**src/rtl/uart_irq_pkg.sv**
```systemverilog
package uart_irq_pkg;
  localparam int NSRC   = 5;
  // source indices, equal to enable register bit positions
  localparam int S_RDA  = 0;
  localparam int S_TX   = 1;
  localparam int S_LS   = 2;
  localparam int S_MS   = 3;
  localparam int S_TO   = 4;

  localparam logic [3:0] ID_NONE = 4'b0001;
  localparam logic [3:0] ID_LS   = 4'b0110;
  localparam logic [3:0] ID_RDA  = 4'b0100;
  localparam logic [3:0] ID_TO   = 4'b1100;
  localparam logic [3:0] ID_TX   = 4'b0010;
  localparam logic [3:0] ID_MS   = 4'b0000;
endpackage

```
**src/rtl/uart_irq_txreq.sv**
```systemverilog
module uart_irq_txreq #(
  parameter int DEPTH = 64,
  parameter int LW    = $clog2(DEPTH + 1)
) (
  input  logic          clk,
  input  logic          rst,
  input  logic          fifo_mode,
  input  logic [LW-1:0] level,
  input  logic          clr,
  output logic          cond,
  output logic          pend
);
  localparam logic [LW-1:0] HALF = LW'(DEPTH / 2);

  logic cond_q;

  // empty holding register, or FIFO at half or below
  assign cond = fifo_mode ? (level <= HALF) : (level == '0);

  always_ff @(posedge clk) begin
    if (rst) begin
      cond_q <= 1'b0;
      pend   <= 1'b0;
    end else begin
      cond_q <= cond;
      if (cond && !cond_q) pend <= 1'b1;   // a new crossing wins over a clear
      else if (clr)        pend <= 1'b0;
    end
  end
endmodule

```
**src/rtl/uart_irq_msr.sv**
```systemverilog
module uart_irq_msr #(
  parameter int MS_W = 4
) (
  input  logic            clk,
  input  logic            rst,
  input  logic [MS_W-1:0] delta,
  input  logic            rd,
  output logic            pend
);
  always_ff @(posedge clk) begin
    if (rst)     pend <= 1'b0;
    else if (rd) pend <= 1'b0;
    else         pend <= pend | (|delta);
  end
endmodule

```
**src/rtl/uart_irq_prio.sv**
```systemverilog
module uart_irq_prio
  import uart_irq_pkg::*;
(
  input  logic [NSRC-1:0] pend_en,
  output logic [3:0]      code
);
  always_comb begin
    if      (pend_en[S_LS])  code = ID_LS;
    else if (pend_en[S_RDA]) code = ID_RDA;
    else if (pend_en[S_TO])  code = ID_TO;
    else if (pend_en[S_TX])  code = ID_TX;
    else if (pend_en[S_MS])  code = ID_MS;
    else                     code = ID_NONE;
  end
endmodule

```
**src/rtl/uart_irq_ctrl.sv**
```systemverilog
module uart_irq_ctrl
  import uart_irq_pkg::*;
#(
  parameter int TX_DEPTH = 64,
  parameter int MS_W     = 4,
  parameter int DW       = 8,
  parameter int LVL_W    = $clog2(TX_DEPTH + 1)
) (
  input  logic             clk,
  input  logic             rst,
  input  logic             fifo_mode,
  input  logic [LVL_W-1:0] tx_level,
  input  logic             thr_wr,
  input  logic             msr_rd,
  input  logic [MS_W-1:0]  msr_delta,
  input  logic             line_stat,
  input  logic             rx_avail,
  input  logic             rx_timeout,
  input  logic             reg_addr,
  input  logic             reg_wr,
  input  logic             reg_rd,
  input  logic [DW-1:0]    reg_wdata,
  output logic [DW-1:0]    reg_rdata,
  output logic             irq
);
  logic [NSRC-1:0] en_q;
  logic [NSRC-1:0] src_pend;
  logic [NSRC-1:0] pend_en;
  logic [3:0]      id_code;
  logic            tx_cond;
  logic            tx_pend;
  logic            ms_pend;
  logic            id_rd;
  logic            tx_clr;

  assign id_rd  = reg_rd && reg_addr;
  assign tx_clr = thr_wr || (id_rd && (id_code == ID_TX));

  uart_irq_txreq #(.DEPTH(TX_DEPTH), .LW(LVL_W)) u_tx (
    .clk(clk), .rst(rst), .fifo_mode(fifo_mode), .level(tx_level),
    .clr(tx_clr), .cond(tx_cond), .pend(tx_pend)
  );

  uart_irq_msr #(.MS_W(MS_W)) u_ms (
    .clk(clk), .rst(rst), .delta(msr_delta), .rd(msr_rd), .pend(ms_pend)
  );

  always_comb begin
    src_pend        = '0;
    src_pend[S_RDA] = rx_avail;
    src_pend[S_TX]  = tx_pend;
    src_pend[S_LS]  = line_stat;
    src_pend[S_MS]  = ms_pend;
    src_pend[S_TO]  = rx_timeout;
  end

  assign pend_en = src_pend & en_q;

  uart_irq_prio u_prio (.pend_en(pend_en), .code(id_code));

  always_ff @(posedge clk) begin
    if (rst) begin
      en_q      <= '0;
      reg_rdata <= '0;
      irq       <= 1'b0;
    end else begin
      irq <= |pend_en;
      if (reg_wr && !reg_addr) en_q <= reg_wdata[NSRC-1:0];
      if (reg_rd) reg_rdata <= reg_addr ? DW'(id_code) : DW'(en_q);
    end
  end
endmodule

```
**config.mk**
```make
export PLATFORM = sky130hd
export DESIGN_NAME = uart_irq_ctrl
export DESIGN_NICKNAME = d
export VERILOG_FILES = /design/src/rtl/uart_irq_pkg.sv /design/src/rtl/uart_irq_txreq.sv /design/src/rtl/uart_irq_msr.sv /design/src/rtl/uart_irq_prio.sv /design/src/rtl/uart_irq_ctrl.sv
export SDC_FILE = /design/constraint.sdc
export NUM_CORES = 1
export LEC_CHECK = 0
export ABC_AREA = 0
export ABC_CLOCK_PERIOD_IN_PS = 5200
export BUFFER_PORTS_ARGS = -buffer_cell sky130_fd_sc_hd__buf_2
export CORE_MARGIN = 2
export CORE_UTILIZATION = 25
export DETAILED_ROUTE_END_ITERATION = 16
export PLACE_DENSITY = 0.51
export SYNTH_ARGS = -nofsm -noshare
export SYNTH_HDL_FRONTEND = slang
export SYNTH_HIERARCHICAL = 1
export SYNTH_SLANG_ARGS = --single-unit
```
**constraint.sdc**
```tcl
create_clock -name clk -period 5.2 [get_ports clk]
set_input_delay 0.26 -clock clk [delete_from_list [all_inputs] [get_ports clk]]
set_output_delay 0.26 -clock clk [all_outputs]
set_load 0.03 [all_outputs]
```
==> flow_summary.ini <==
[synth]
synth_area_leader_cell = dfxtp_1
ys_seq_elements = 14
yosysWarnings = 6
yosysSeqAreaShare = 0.389
syn_inst = 78
synthTopCellsByArea = dfxtp_1, mux2i_1, nor2_1
synth_top_area_frac = 0.389
syn_area_per_cell_um2 = 9.24
syn_area_um2 = 721
synth_cell_types = 26

[die]
die_h_um = 57.7
core_area_um2 = 2760
dieArea_um2 = 3330
placementRows = 19
initial_utilization = 0.261
die_x_um = 57.7
ios = 39

[power_and_ir_drop]
power_frac_clock = 0.273
ir_drop_mv = 0.0865
power_leakage_nw = 0.416
power_density_nw_per_um2 = 242
pwr-share-comb = 0.194
p_int_w = 0.000159
total_power_w = 0.000217
swShare = 0.269
pwr-share-seq = 0.532
power_switching_w = 0.0000583

[final_layout]
fill_cells = 302
multi_input_area_um2 = 389
areaGrowthSynthToFinish_pct = 24.1
nets = 140
n_antenna_cell = 0
seq_area_um2 = 280
drive_gt1_frac = 0.389
final_cell_area_um2 = 895

[placed_design]
hpwl_um = 1170
io_buffers = 32
place.gp.congestion = 0.792
post_dp_cell_area_um2 = 872

[clocking]
cts_tree = done
cts_resized = 0
h-tree-depth = 1
cts_sinks = 14
clkLatencyLatePin_ps = 270
clockBufferDepth = 2
cts-buffers-inserted = 3
cts_hold_buf = 0
clkTransAtPathRegs_ps = 80
cts_setup_buffers = 0
clock_tree.root_cell = clkbuf_4

[critical_path]
crit_type = reg -> reg
cp_max_fo = 4
critPathSlowestCell = or3_4
start_kind = flop
path_cells = and2_1, or3_4, nor3_2, and4bb_1, a31o_2, nor2_1, a22o_1
required_ps = 5420
cp_slowest_stage_delay_ps = 410
worstPathArrival_ps = 1990
endpoint_kind = flop

[route]
drc = 0
viasPerCell = 4.41
vias = 613
wl_um = 1430
routedWlPerCell_um = 10.3
drt_iter0_drc = 12
ant_nets = 0
drt_pre_antenna_iters = 3

[timing]
rsz0062_at_grt = false
max_freq_ghz = 0.564
hold_viol_final = 0
min_period_ps = 1770
finalClockSkew_ps = 5.67
setup_viol = 0
fin_crit_sh = 0.341
setup_tns_ps = 0
drv_slew = 0

[status]
outcome = complete, no violations

[global_route]
grt_overflow = 0
grt_max_degree = 16
antenna_found_initial = 0
grt_pass1_vias = 585
grt_pass1_wl_um = 2400
globalRouteTotalUtil = 0.0925

[min_path]
hold_class = in -> reg

[job]
max_cap_viol_count = 0
-- routing by layer --
| layer | vias to the layer above | part of all wire | GRT usage |
|---|---|---|---|
| li1 | 326 | - | - |
| met1 | 267 | 0.45 | 0.111 |
| met2 | 18 | 0.46 | 0.144 |
| met3 | 2 | 0.081 | 0.0268 |
| met4 | 0 | 0.0056 | 0.0598 |
| met5 | - | 0 | 0 |
-- critical path, delay by kind of cell (launching register included) --
family / cells / cell delay, ps
flops: 1 / 330
simple gates: 5 / 1010
compound gates: 2 / 380
-- state kept, by name, indices dropped and copies added, names as in the netlist --
register,cells
en_q,5
u_tx/cond_q,1
u_ms/pend,1
reg_rdata,5
u_tx/pend,1
irq,1
-- cell usage after synthesis, drive strengths merged --
cell type	count
conb	1
a31o	1
buf	7
nand3b	1
dfxtp	14
nor3	5
nor3b	1
and2	5
a21o	1
a211oi	5
and4bb	1
nand3	1
nand2b	1
and2b	1
mux2i	9
inv	1
nor2	15
a21oi	4
or3	1
a22o	1
nor2b	2
-- layout make-up --
class,count,share of cell area
clock buffer,3,0.0252
multi-input combinational,58,0.435
tap,31,0.0434
sequential,14,0.313
timing repair buffer,32,0.179
inverter,1,0.00420
-- power groups by stage --
stage	clock network (W)	logic, W	registers, W
finish	0.0000593	0.0000421	0.000115
global route	0.0000687	0.0000463	0.000116
CTS	0.0000635	0.0000427	0.000116
detailed placement	0	0.0000426	0.000118
global placement	0	0.0000420	0.000118
floorplan	0	0.0000257	0.000123
-- cells by family after synthesis --
logic type	Yosys count	share of synthesized area
AO/OA/AOI/OAI	12	0.122
multiplexers	9	0.125
buffers and inverters	8	0.0816
other	1	0.00520
flip-flops	14	0.389
AND/OR/NAND/NOR	34	0.278
-- final timing paths --
path / from / endpoint / slack [ps] / depth (start not counted)
setup reg to reg: en_q[2] / u_tx/pend / 3430 / 7
setup / recovery: en_q[2] / u_tx/pend / 3430 / 7
hold reg to reg: reg_rdata[4] / reg_rdata[4] / 470 / 2
hold / removal: msr_rd / u_ms/pend / 140 / 2
-- cells in the final DEF (no fill, tap or decap), drive strengths merged, types with 2 or more instances in the layout --
cell type  Yosys  layout
a211oi         5       5
nor3           5       5
mux2i          9       9
and2           5       5
clkbuf         0       3
dfxtp         14      14
nor2          15      15
buf            7      32
a21oi          4       4
conb           1       3
nor2b          2       2
-- through the flow --
step	utilization	cells	hold WS (ps)	setup slack (ps)
global placement	0.316	136	427	3410
global route	0.324	139	140	3300
floorplan	-	80	333	3550
finish	0.324	139	142	3430
CTS	0.324	139	127	3430
detailed placement	0.316	136	432	3390
No activity file was read; power rests on OpenSTA's default activity.
